**src/rtl/fbi_pkg.sv**
```systemverilog
package fbi_pkg;

    typedef enum logic [2:0] {
        RQ_NONE   = 3'd0,
        RQ_PROG   = 3'd1,
        RQ_SERASE = 3'd2,
        RQ_CERASE = 3'd3,
        RQ_SUSP   = 3'd4,
        RQ_RESUME = 3'd5
    } req_kind_t;

    typedef enum logic [2:0] {
        ST_READ, ST_ID, ST_UNL1, ST_UNL2, ST_PROG, ST_ERS0, ST_ERS1, ST_ERS2
    } cmd_state_t;

    // filtered strobe levels, all active low
    typedef struct packed {
        logic ce;
        logic oe;
        logic we;
    } bus_ctl_t;

    localparam logic [10:0] KEY_ADDR_A = 11'h555;
    localparam logic [10:0] KEY_ADDR_B = 11'h2AA;
    localparam logic [7:0]  KEY_A      = 8'hAA;
    localparam logic [7:0]  KEY_B      = 8'h55;
    localparam logic [7:0]  OP_PROG    = 8'hA0;
    localparam logic [7:0]  OP_IDENT   = 8'h90;
    localparam logic [7:0]  OP_ERASE   = 8'h80;
    localparam logic [7:0]  OP_SECTOR  = 8'h30;
    localparam logic [7:0]  OP_CHIP    = 8'h10;
    localparam logic [7:0]  OP_SUSP    = 8'hB0;
    localparam logic [7:0]  OP_RESUME  = 8'h30;
    localparam logic [7:0]  MAKER_CODE = 8'h52;

    function automatic logic is_write(bus_ctl_t c);
        return !c.ce && !c.we && c.oe;
    endfunction

    function automatic logic is_read(bus_ctl_t c);
        return !c.ce && !c.oe && c.we;
    endfunction

    function automatic logic key_hit(logic [10:0] a, logic [7:0] d,
                                     logic [10:0] ea, logic [7:0] ed);
        return (a == ea) && (d == ed);
    endfunction

endpackage

```
**src/rtl/fbi_filter.sv**
```systemverilog
module fbi_filter #(
    parameter int FILT_N = 3,
    parameter int SYNC_N = 2
) (
    input  logic clk,
    input  logic rst,
    input  logic din,
    output logic dout
);
    localparam int CNT_W = $clog2(FILT_N + 1);

    logic [SYNC_N-1:0] sy;
    logic [CNT_W-1:0]  cnt;
    logic              smp;

    assign smp = sy[SYNC_N-1];

    always_ff @(posedge clk) begin
        if (rst) begin
            sy   <= '1;
            cnt  <= '0;
            dout <= 1'b1;
        end else begin
            sy <= {sy[SYNC_N-2:0], din};
            if (smp == dout) begin
                cnt <= '0;
            end else if (cnt == CNT_W'(FILT_N - 1)) begin
                cnt  <= '0;
                dout <= smp;
            end else begin
                cnt <= cnt + 1'b1;
            end
        end
    end


    filt_settle_chk: assert property (@(posedge clk) disable iff (rst)
        (dout != $past(dout)) |-> ($past(smp) == dout));

endmodule

```
**src/rtl/fbi_cycle.sv**
```systemverilog
module fbi_cycle
    import fbi_pkg::*;
#(
    parameter int ADDR_W = 19
) (
    input  logic              clk,
    input  logic              rst,
    input  bus_ctl_t          ctl,
    input  logic              byte_mode,
    input  logic [ADDR_W-1:0] addr,
    input  logic [15:0]       dq_in,
    output logic              wr_stb,
    output logic [ADDR_W:0]   wr_addr,
    output logic [15:0]       wr_data
);
    logic win, win_q, opening, closing;

    assign win     = is_write(ctl);
    assign opening = win && !win_q;
    assign closing = win_q && !win && (ctl.ce || ctl.we);

    always_ff @(posedge clk) begin
        if (rst) begin
            win_q   <= 1'b0;
            wr_stb  <= 1'b0;
            wr_addr <= '0;
            wr_data <= '0;
        end else begin
            win_q  <= win;
            wr_stb <= closing;
            if (opening)
                wr_addr <= {addr, byte_mode ? 1'b0 : dq_in[15]};
            if (closing)
                wr_data <= byte_mode ? dq_in : {8'h00, dq_in[7:0]};
        end
    end


    wr_oe_high_chk: assert property (@(posedge clk) disable iff (rst)
        wr_stb |-> $past(ctl.oe, 2));


    wr_close_chk: assert property (@(posedge clk) disable iff (rst)
        wr_stb |-> ($past(ctl.ce) || $past(ctl.we)));

endmodule

```
**src/rtl/fbi_cmd.sv**
```systemverilog
module fbi_cmd
    import fbi_pkg::*;
#(
    parameter int ADDR_W = 19
) (
    input  logic              clk,
    input  logic              rst,
    input  logic              wr_stb,
    input  logic [ADDR_W:0]   wr_addr,
    input  logic [15:0]       wr_data,
    output logic              req_valid,
    output req_kind_t         req_kind,
    output logic [ADDR_W:0]   req_addr,
    output logic [15:0]       req_data,
    output logic              id_mode
);
    cmd_state_t  state, nxt;
    logic        fire;
    req_kind_t   fkind;
    logic [10:0] wa;
    logic [7:0]  cb;

    assign wa      = wr_addr[11:1];
    assign cb      = wr_data[7:0];
    assign id_mode = (state == ST_ID);

    always_comb begin
        nxt   = ST_READ;
        fire  = 1'b0;
        fkind = RQ_NONE;
        unique case (state)
            ST_READ: begin
                if (key_hit(wa, cb, KEY_ADDR_A, KEY_A)) nxt = ST_UNL1;
                else if (cb == OP_SUSP)   begin fire = 1'b1; fkind = RQ_SUSP;   end
                else if (cb == OP_RESUME) begin fire = 1'b1; fkind = RQ_RESUME; end
            end
            ST_ID: begin
                if (key_hit(wa, cb, KEY_ADDR_A, KEY_A)) nxt = ST_UNL1;
            end
            ST_UNL1: begin
                if (key_hit(wa, cb, KEY_ADDR_B, KEY_B)) nxt = ST_UNL2;
            end
            ST_UNL2: begin
                if (cb == OP_PROG)       nxt = ST_PROG;
                else if (cb == OP_IDENT) nxt = ST_ID;
                else if (cb == OP_ERASE) nxt = ST_ERS0;
            end
            ST_PROG: begin
                fire  = 1'b1;
                fkind = RQ_PROG;
            end
            ST_ERS0: begin
                if (key_hit(wa, cb, KEY_ADDR_A, KEY_A)) nxt = ST_ERS1;
            end
            ST_ERS1: begin
                if (key_hit(wa, cb, KEY_ADDR_B, KEY_B)) nxt = ST_ERS2;
            end
            ST_ERS2: begin
                if (cb == OP_SECTOR) begin
                    fire = 1'b1; fkind = RQ_SERASE;
                end else if (key_hit(wa, cb, KEY_ADDR_A, OP_CHIP)) begin
                    fire = 1'b1; fkind = RQ_CERASE;
                end
            end
            default: nxt = ST_READ;
        endcase
    end

    always_ff @(posedge clk) begin
        if (rst) begin
            state     <= ST_READ;
            req_valid <= 1'b0;
            req_kind  <= RQ_NONE;
            req_addr  <= '0;
            req_data  <= '0;
        end else begin
            req_valid <= 1'b0;
            if (wr_stb) begin
                state <= nxt;
                if (fire) begin
                    req_valid <= 1'b1;
                    req_kind  <= fkind;
                    req_addr  <= wr_addr;
                    req_data  <= wr_data;
                end
            end
        end
    end


    prog_origin_chk: assert property (@(posedge clk) disable iff (rst)
        (req_valid && req_kind == RQ_PROG) |-> ($past(state) == ST_PROG && $past(wr_stb)));


    req_pulse_chk: assert property (@(posedge clk) disable iff (rst)
        req_valid |=> !req_valid);


    erase_origin_chk: assert property (@(posedge clk) disable iff (rst)
        (req_valid && (req_kind == RQ_SERASE || req_kind == RQ_CERASE)) |-> ($past(state) == ST_ERS2));

endmodule

```
**src/rtl/fbi_rdmux.sv**
```systemverilog
module fbi_rdmux
    import fbi_pkg::*;
#(
    parameter int          ADDR_W   = 19,
    parameter int          SECT_W   = 4,
    parameter logic [15:0] DEV_CODE = 16'h22DA
) (
    input  bus_ctl_t               ctl,
    input  logic                   byte_mode,
    input  logic [ADDR_W-1:0]      addr,
    input  logic                   lane_bit,
    input  logic                   id_mode,
    input  logic                   busy,
    input  logic [7:0]             status,
    input  logic [15:0]            arr_rdata,
    input  logic [(1<<SECT_W)-1:0] sect_prot,
    output logic [15:0]            dq_out,
    output logic [15:0]            dq_oe
);
    logic [SECT_W-1:0] sect;
    logic [15:0]       word;
    logic              use_lane;
    logic              rd;

    assign sect = addr[ADDR_W-1 -: SECT_W];
    assign rd   = is_read(ctl);

    always_comb begin
        word     = arr_rdata;
        use_lane = 1'b1;
        if (busy) begin
            word     = {8'h00, status};
            use_lane = 1'b0;
        end else if (id_mode) begin
            use_lane = 1'b0;
            case (addr[7:0])
                8'h00:   word = {8'h00, MAKER_CODE};
                8'h01:   word = DEV_CODE;
                8'h02:   word = {15'd0, sect_prot[sect]};
                default: word = 16'h0000;
            endcase
        end
    end

    always_comb begin
        if (byte_mode) begin
            dq_out = word;
            dq_oe  = rd ? 16'hFFFF : 16'h0000;
        end else begin
            dq_out = {8'h00, (use_lane && lane_bit) ? word[15:8] : word[7:0]};
            dq_oe  = rd ? 16'h00FF : 16'h0000;
        end
    end

endmodule

```
**src/rtl/flash_host_if.sv**
```systemverilog
module flash_host_if
    import fbi_pkg::*;
#(
    parameter int          ADDR_W   = 19,
    parameter int          SECT_W   = 4,
    parameter int          FILT_N   = 3,
    parameter int          SYNC_N   = 2,
    parameter logic [15:0] DEV_CODE = 16'h22DA,
    localparam int         SECT_N   = 1 << SECT_W
) (
    input  logic              clk,
    input  logic              rst,
    input  logic              ce_n,
    input  logic              oe_n,
    input  logic              we_n,
    input  logic              byte_mode,
    input  logic [ADDR_W-1:0] addr,
    input  logic [15:0]       dq_in,
    output logic [15:0]       dq_out,
    output logic [15:0]       dq_oe,
    output logic [ADDR_W-1:0] arr_addr,
    input  logic [15:0]       arr_rdata,
    input  logic              ctl_busy,
    input  logic [7:0]        ctl_status,
    input  logic [SECT_N-1:0] sect_prot,
    output logic              req_valid,
    output logic [2:0]        req_kind,
    output logic [ADDR_W:0]   req_addr,
    output logic [15:0]       req_data
);
    logic [2:0]      raw_strb;
    logic [2:0]      flt_strb;
    bus_ctl_t        ctl;
    logic            wr_stb;
    logic [ADDR_W:0] wr_addr;
    logic [15:0]     wr_data;
    logic            id_mode;
    req_kind_t       kind;

    assign raw_strb = {we_n, oe_n, ce_n};

    for (genvar i = 0; i < 3; i++) begin : g_strb
        fbi_filter #(.FILT_N(FILT_N), .SYNC_N(SYNC_N)) filt_i (
            .clk (clk),
            .rst (rst),
            .din (raw_strb[i]),
            .dout(flt_strb[i])
        );
    end

    assign ctl.ce = flt_strb[0];
    assign ctl.oe = flt_strb[1];
    assign ctl.we = flt_strb[2];

    fbi_cycle #(.ADDR_W(ADDR_W)) cyc_i (
        .clk      (clk),
        .rst      (rst),
        .ctl      (ctl),
        .byte_mode(byte_mode),
        .addr     (addr),
        .dq_in    (dq_in),
        .wr_stb   (wr_stb),
        .wr_addr  (wr_addr),
        .wr_data  (wr_data)
    );

    fbi_cmd #(.ADDR_W(ADDR_W)) cmd_i (
        .clk      (clk),
        .rst      (rst),
        .wr_stb   (wr_stb),
        .wr_addr  (wr_addr),
        .wr_data  (wr_data),
        .req_valid(req_valid),
        .req_kind (kind),
        .req_addr (req_addr),
        .req_data (req_data),
        .id_mode  (id_mode)
    );

    assign req_kind = kind;
    assign arr_addr = addr;

    fbi_rdmux #(.ADDR_W(ADDR_W), .SECT_W(SECT_W), .DEV_CODE(DEV_CODE)) mux_i (
        .ctl      (ctl),
        .byte_mode(byte_mode),
        .addr     (addr),
        .lane_bit (dq_in[15]),
        .id_mode  (id_mode),
        .busy     (ctl_busy),
        .status   (ctl_status),
        .arr_rdata(arr_rdata),
        .sect_prot(sect_prot),
        .dq_out   (dq_out),
        .dq_oe    (dq_oe)
    );


    drive_when_read_chk: assert property (@(posedge clk) disable iff (rst)
        (|dq_oe) |-> (!flt_strb[0] && !flt_strb[1] && flt_strb[2]));


    byte_upper_off_chk: assert property (@(posedge clk) disable iff (rst)
        !byte_mode |-> (dq_oe[15:8] == 8'h00));


    no_write_on_read_chk: assert property (@(posedge clk) disable iff (rst)
        (!flt_strb[1]) |=> !wr_stb);

endmodule

```
**config.mk**
```make
export PLATFORM = sky130hd
export DESIGN_NAME = flash_host_if
export DESIGN_NICKNAME = d
export VERILOG_FILES = /design/src/rtl/fbi_pkg.sv /design/src/rtl/fbi_filter.sv /design/src/rtl/fbi_cycle.sv /design/src/rtl/fbi_cmd.sv /design/src/rtl/fbi_rdmux.sv /design/src/rtl/flash_host_if.sv
export SDC_FILE = /design/constraint.sdc
export NUM_CORES = 1
export LEC_CHECK = 0
export ABC_AREA = 1
export BUFFER_PORTS_ARGS = -buffer_cell sky130_fd_sc_hd__buf_2
export CORE_MARGIN = 1
export CORE_UTILIZATION = 54
export DETAILED_ROUTE_END_ITERATION = 8
export GPL_ROUTABILITY_DRIVEN = 0
export PLACE_DENSITY = 0.86
export SYNTH_ARGS = -nofsm -noshare
export SYNTH_HDL_FRONTEND = slang
export SYNTH_HIERARCHICAL = 1
export SYNTH_SLANG_ARGS = --single-unit
```
**constraint.sdc**
```tcl
create_clock -name clk -period 2.8 [get_ports clk]
set_clock_uncertainty 0.15 [all_clocks]
set_input_delay 0.28 -clock clk [delete_from_list [all_inputs] [get_ports clk]]
set_output_delay 0.28 -clock clk [all_outputs]
set_load 0.02 [all_outputs]
```
# Yosys cells after proc, flatten, opt, wreduce, memory -nomap -nowiden
# Cells that the tools add are included.
[classes] addsub=3 order_cmp=1 n_eq_ne=25 mux=35 n_bitwise=4 n_reduce_logical=28
[op_table] op="16-bit two-way mux" count=6
[op_table] op="14-bit one-hot mux with 3 select lines" count=1
[op_table] op="8-bit == test, second input constant" count=5
[op_table] op="3-bit two-way mux" count=9
[op_table] op="8-bit two-way mux" count=2
[op_table] op="3-bit one-hot mux with 5 select lines" count=1
[op_table] op="3-bit == test, second input constant" count=4
[op_table] op="11-bit by 10-bit == test with 1-bit output, second input constant" count=1
[op_table] op="11-bit == test, second input constant" count=1
[op_table] op="1-bit logical AND" count=11
[op_table] op="1-bit two-way mux" count=10
[op_table] op="3-bit one-hot mux with 3 select lines" count=1
[op_table] op="3-bit OR reduction" count=3
[op_table] op="8-bit by 1-bit == test with 1-bit output, second input constant" count=1
[op_table] op="8-bit by 2-bit == test with 1-bit output, second input constant" count=1
[op_table] op="8-bit by 5-bit == test with 1-bit output, second input constant" count=1
[op_table] op="8-bit by 6-bit == test with 1-bit output, second input constant" count=1
[op_table] op="8-bit by 7-bit == test with 1-bit output, second input constant" count=1
[op_table] op="8-bit zero test" count=1
[op_table] op="2-bit AND reduction" count=4
[op_table] op="2-bit by 1-bit adder with 2-bit output, second input constant" count=3
[op_table] op="2-bit == test, second input constant" count=3
[op_table] op="3-bit by 2-bit == test with 1-bit output, second input constant" count=2
[op_table] op="2-bit two-way mux" count=3
[op_table] op="10 further kinds" count=20
[totals] regBits=96 input_bits=82 out_inout_bits=91 word_cells=114

# Longest topological paths before layout
[logic_depth] word_depth=7 mapped_depth=13 mapped_depth_nobuf=12

# Cells and area by module
# Netlist, hierarchy kept.
[by_module_without_submodules] module="fbi_cmd" n_inst=1 cells_per_inst=287 area_each_um2=1981.9 seq_area_each_um2=860.8
[by_module_without_submodules] module="fbi_cycle" n_inst=1 cells_per_inst=207 area_each_um2=1491.4 seq_area_each_um2=760.7
[by_module_without_submodules] module="fbi_rdmux" n_inst=1 cells_per_inst=133 area_each_um2=688.2 seq_area_each_um2=0.0
[by_module_without_submodules] module="fbi_filter" n_inst=3 cells_per_inst=19 area_each_um2=177.7 seq_area_each_um2=100.1
[by_module_without_submodules] module="flash_host_if" n_inst=1 cells_per_inst=19 area_each_um2=142.6 seq_area_each_um2=0.0

# Least setup slack after synthesis
# No wires, ideal clock.
[synth_path] kind="flip-flop to output port" startpoint="register g_strb[2].filt_i.dout" endpoint="output dq_oe[10]" arrival_time_ps=1920 required_time_ps=2370 path_slack_ps=450 stages_incl_launch_ff=4 n_path_buf=1 cell_sequence="dfxtp_1 -> inv_1 -> nor4_1 -> buf_4"
[synth_via] elab_chain_len=3
[synth_lines] item="start: declaration" line_no="fbi_filter.sv:8" text="output logic dout"
[synth_lines] item="start signal: assignment" line_no="fbi_filter.sv:29" text="dout <= smp;"
[synth_lines] item="1-bit logical AND" line_no="fbi_pkg.sv:41" text="return !c.ce && !c.oe && c.we;"
[synth_lines] item="16-bit two-way mux" line_no="fbi_rdmux.sv:48" text="dq_oe = rd ? 16'hFFFF : 16'h0000;"
[synth_lines] item="16-bit two-way mux" line_no="fbi_rdmux.sv:46" text="if (byte_mode) begin"
[synth_lines] item="end: declaration" line_no="flash_host_if.sv:20" text="output logic [15:0] dq_oe,"
# No other way between the ends.

# Worst setup path after layout
[layout_path] startpoint="register cmd_i.state[0]" endpoint="output dq_out[7]"
[layout_via] elab_chain_len=6 elab_cells_between_ends=8 cone_classes="eq/ne (1); mux (6); reduce/logical (1)"
[layout_lines] item="start: declaration" line_no="fbi_cmd.sv:17" text="cmd_state_t state, nxt;"
[layout_lines] item="start signal: assignment" line_no="fbi_cmd.sv:79" text="state <= nxt;"
[layout_lines] item="3-bit by 1-bit == test with 1-bit output (*)" line_no="fbi_cmd.sv:25" text="assign id_mode = (state == ST_ID);"
[layout_lines] item="named net id_mode" line_no="flash_host_if.sv:37" text="logic id_mode;"
[layout_lines] item="1-bit two-way mux" line_no="fbi_rdmux.sv:34" text="end else if (id_mode) begin"
[layout_lines] item="1-bit two-way mux" line_no="fbi_rdmux.sv:31" text="if (busy) begin"
[layout_lines] item="1-bit logical AND" line_no="fbi_rdmux.sv:50" text="dq_out = {8'h00, (use_lane && lane_bit) ? word[15:8] : word[7:0]};"
[layout_lines] item="8-bit two-way mux" line_no="fbi_rdmux.sv:50"
[layout_lines] item="16-bit two-way mux (*)" line_no="fbi_rdmux.sv:46"
[layout_lines] item="end: declaration" line_no="flash_host_if.sv:19" text="output logic [15:0] dq_out,"
# Mark *: on every way through the listed nets, which the timed path passes. The rest lies on a longest branch.

==> results.txt <==
Status: complete, no violations
IO Port Bufs: 172
Final setup fails: 0
Initial Util: 0.557
Psw: 622 uW
VDD IR-drop max: 0.000265 V
RSZ-0062 raised after global routing: no
# fillers: 859
Mean post-synth cell area: 6.88 um2
R2R cell count: 9
HPWL after DPL: 8.42 mm
P_int: 1970 uW
Fin crit share: 0.926
Pwr/cell area: 458 nW/um2
Slew @ Worst Pin: 693 ps
# IOs: 173
Setup_tns: 0 ps
Post-Syn Area: 4840 um2
Commonest non-fill, non-tap cells in the layout: 172 x buf_2, 166 x nand2_1, 100 x nor2_1
Multi-input logic area: 2170 um2
Seq/Total Area, Yosys: 0.397
Syn-to-layout area delta: 16.9%
Number of global-route vias before repair: 4257
WL final: 11.6 mm
Nets: 913
Sequential Area: 1920 um2
Post-synth EDFFs: 0
Part of the power in registers: 0.530
Netlist cell types: 32
CP Capture Type: primary output
# Max-Cap Violations: 0
Hold Crit Class: in2reg
Layout cells sized above 1: 0.266
Slew headroom: 0.537
Cells after Synth: 703
Startpoint Class: register
Combinational power share: 0.096
Diodes inserted: 0
Later-pin clock latency in the skew report: 350 ps
Fmax: 0.386 GHz
Critical path type: reg2out
Static leakage: 0.00282 uW
Longest Clk Path Bufs: 2
Clock transition at the registers of the reported paths: 90 ps
DR WL/cell: 12.3 um
Router iterations before antenna repair: 5
Final min period: 2590 ps
Final cell count without fillers: 940
Worst path required time: 2370 ps
CTS Buf Count: 9
Top cell type by total area after synthesis: dfxtp_1
Synth Register Bits: 96
Ys Warns: 6
Most used DFF post-synth: dfxtp_1
Vias: 4733
Die width: 96.6 um
Top cell type's share of synthesized area: 0.397
DRC Markers: 0
Ys async rst share: 0
Overall die height: 96.6 um
Global Route Usage Sum: 0.248
DR iter-0 viols: 194
Syn_nets: 788
Site Rows: 34
Core box area: 8680 um2
Grt total ovfl: 0
Smallest setup slack after layout: 208 ps
Root Buffer: clkbuf_8
First-pass GRT wire length: 19.1 mm
Max FO, Critical Path: 6
Clock tree sinks: 96
TritonCTS clock tree: yes
Hold Fails Final Rpt: 0
Switching part of the total: 0.240
End-of-flow core utilization: 0.652
H-Tree Depth: 3
WP data arrival: 2160 ps
Commonest non-fill, non-tap cell in the layout: buf_2
Die Area: 9340 um2
Routed vias/inst: 5.04
Clock power frac: 0.374
Max Slew Vio Count: 0
Placed instance count: 922
Synth top area cells: dfxtp_1 40%, nand2_1 13%, nor2_1 7.8%
Place WS: 425 ps
Worst Hold Path Cells: 3
Largest net degree at the start of global routing: 57
Final ANT Viol Nets: 0
Initial antenna violation count: 0
==> synthesized netlist by cell type, types with 2 or more instances <==
cell type / count
nand3b_1: 3
a22oi_1: 2
o21ai_0: 19
nor3_1: 6
ha_1: 3
inv_2: 9
nand3_2: 5
nand2_1: 166
nor2_2: 4
or2_1: 6
a221oi_1: 5
a21oi_1: 53
buf_6: 7
dfxtp_1: 96
buf_2: 11
nand4_1: 4
buf_4: 38
clkbuf_1: 5
nand2_2: 2
nor4_1: 2
nor2_4: 5
inv_1: 70
nand3_1: 69
nor2_1: 100
a31oi_1: 3
buf_1: 4
==> critical path, stage by stage (launching register included) <==
cell	delay (ps)
dfxtp_1	380
inv_1	100
nor3_2	320
nand2_1	180
nor4_4	200
nand3_2	180
a22oi_1	260
buf_2	210
==> layer usage <==
layer  share of wire  wire (um)  up-vias  global-route usage
met4           0.015        175        0              0.0873
met5               0          0        -                   0
met3           0.057        666       15              0.0397
li1                -          -     2436                   -
met1            0.42       4890     2117               0.294
met2            0.51       5870      165               0.451
==> sequential cells by signal (all words and copies together), names as in the netlist, 3 cells and up <==
signal and count:
cmd_i/req_addr 20, cyc_i/wr_addr 20, cmd_i/req_data 16, cyc_i/wr_data 16, g_strb.filt_i/cnt 6, g_strb.filt_i/sy 6, cmd_i/req_kind 3, cmd_i/state 3
g_strb.filt_i/dout 3
==> power by group through the flow <==
stage          logic [uW]  registers (uW)  clock network [uW]
2_1_floorplan         151            1400                   0
3_3_place_gp          245            1400                   0
3_5_place_dp          246            1400                   0
4_1_cts               250            1370                 985
5_1_grt               272            1370                1050
6_report              248            1370                 968
==> final timing paths <==
| path | from | end | slack (ps) |
|---|---|---|---|
| setup / recovery | cmd_i/state[0] | dq_out[7] | 210 |
| hold / removal | addr[13] | cyc_i/wr_addr[14] | 10 |
| setup reg to reg | cyc_i/wr_data[3] | cmd_i/req_addr[2] | 600 |
| hold reg to reg | g_strb[0].filt_i/cnt[0] | g_strb[0].filt_i/cnt[0] | 260 |
==> area by class of cell <==
cell class              instances  area share
well taps                     108      0.0239
multi-input cells             463       0.384
flip-flops and latches         96       0.340
clock buffers                  10      0.0226
clock inverters                 5      0.0144
inverters                      79      0.0524
repair buffers                179       0.163
==> cells by family (layout without fill, tap and decap cells) <==
| kind of cell | after synthesis | after routing | share of synthesized area |
|---|---|---|---|
| buffers and inverters | 144 | 273 | 0.155 |
| adders and majority gates | 3 | 3 | 0.00776 |
| AOI/OAI and AO/OA | 85 | 85 | 0.0957 |
| and+or+nand+nor | 375 | 375 | 0.344 |
| DFF | 96 | 96 | 0.397 |
==> per-stage QoR <==
stage                     power (uW)  hold WS, ps  area, um2
after floorplan                 1550          202       4840
after global placement          1650          235       5410
after detailed placement        1650          239       5410
after CTS                       2610        0.273       5650
after global routing            2690         1.73       5660
final                           2590         11.2       5660
==> timing repair <==
| action | CTS | global route |
|---|---|---|
| buffers inserted | 0 | 0 |
| hold buffers | 3 | 0 |
| hold endpoints to repair | 3 | 0 |
| resized for setup | 0 | 2 |
| endpoints found under the setup margin | 0 | 9 |
(Power assumes the default switching activity.)
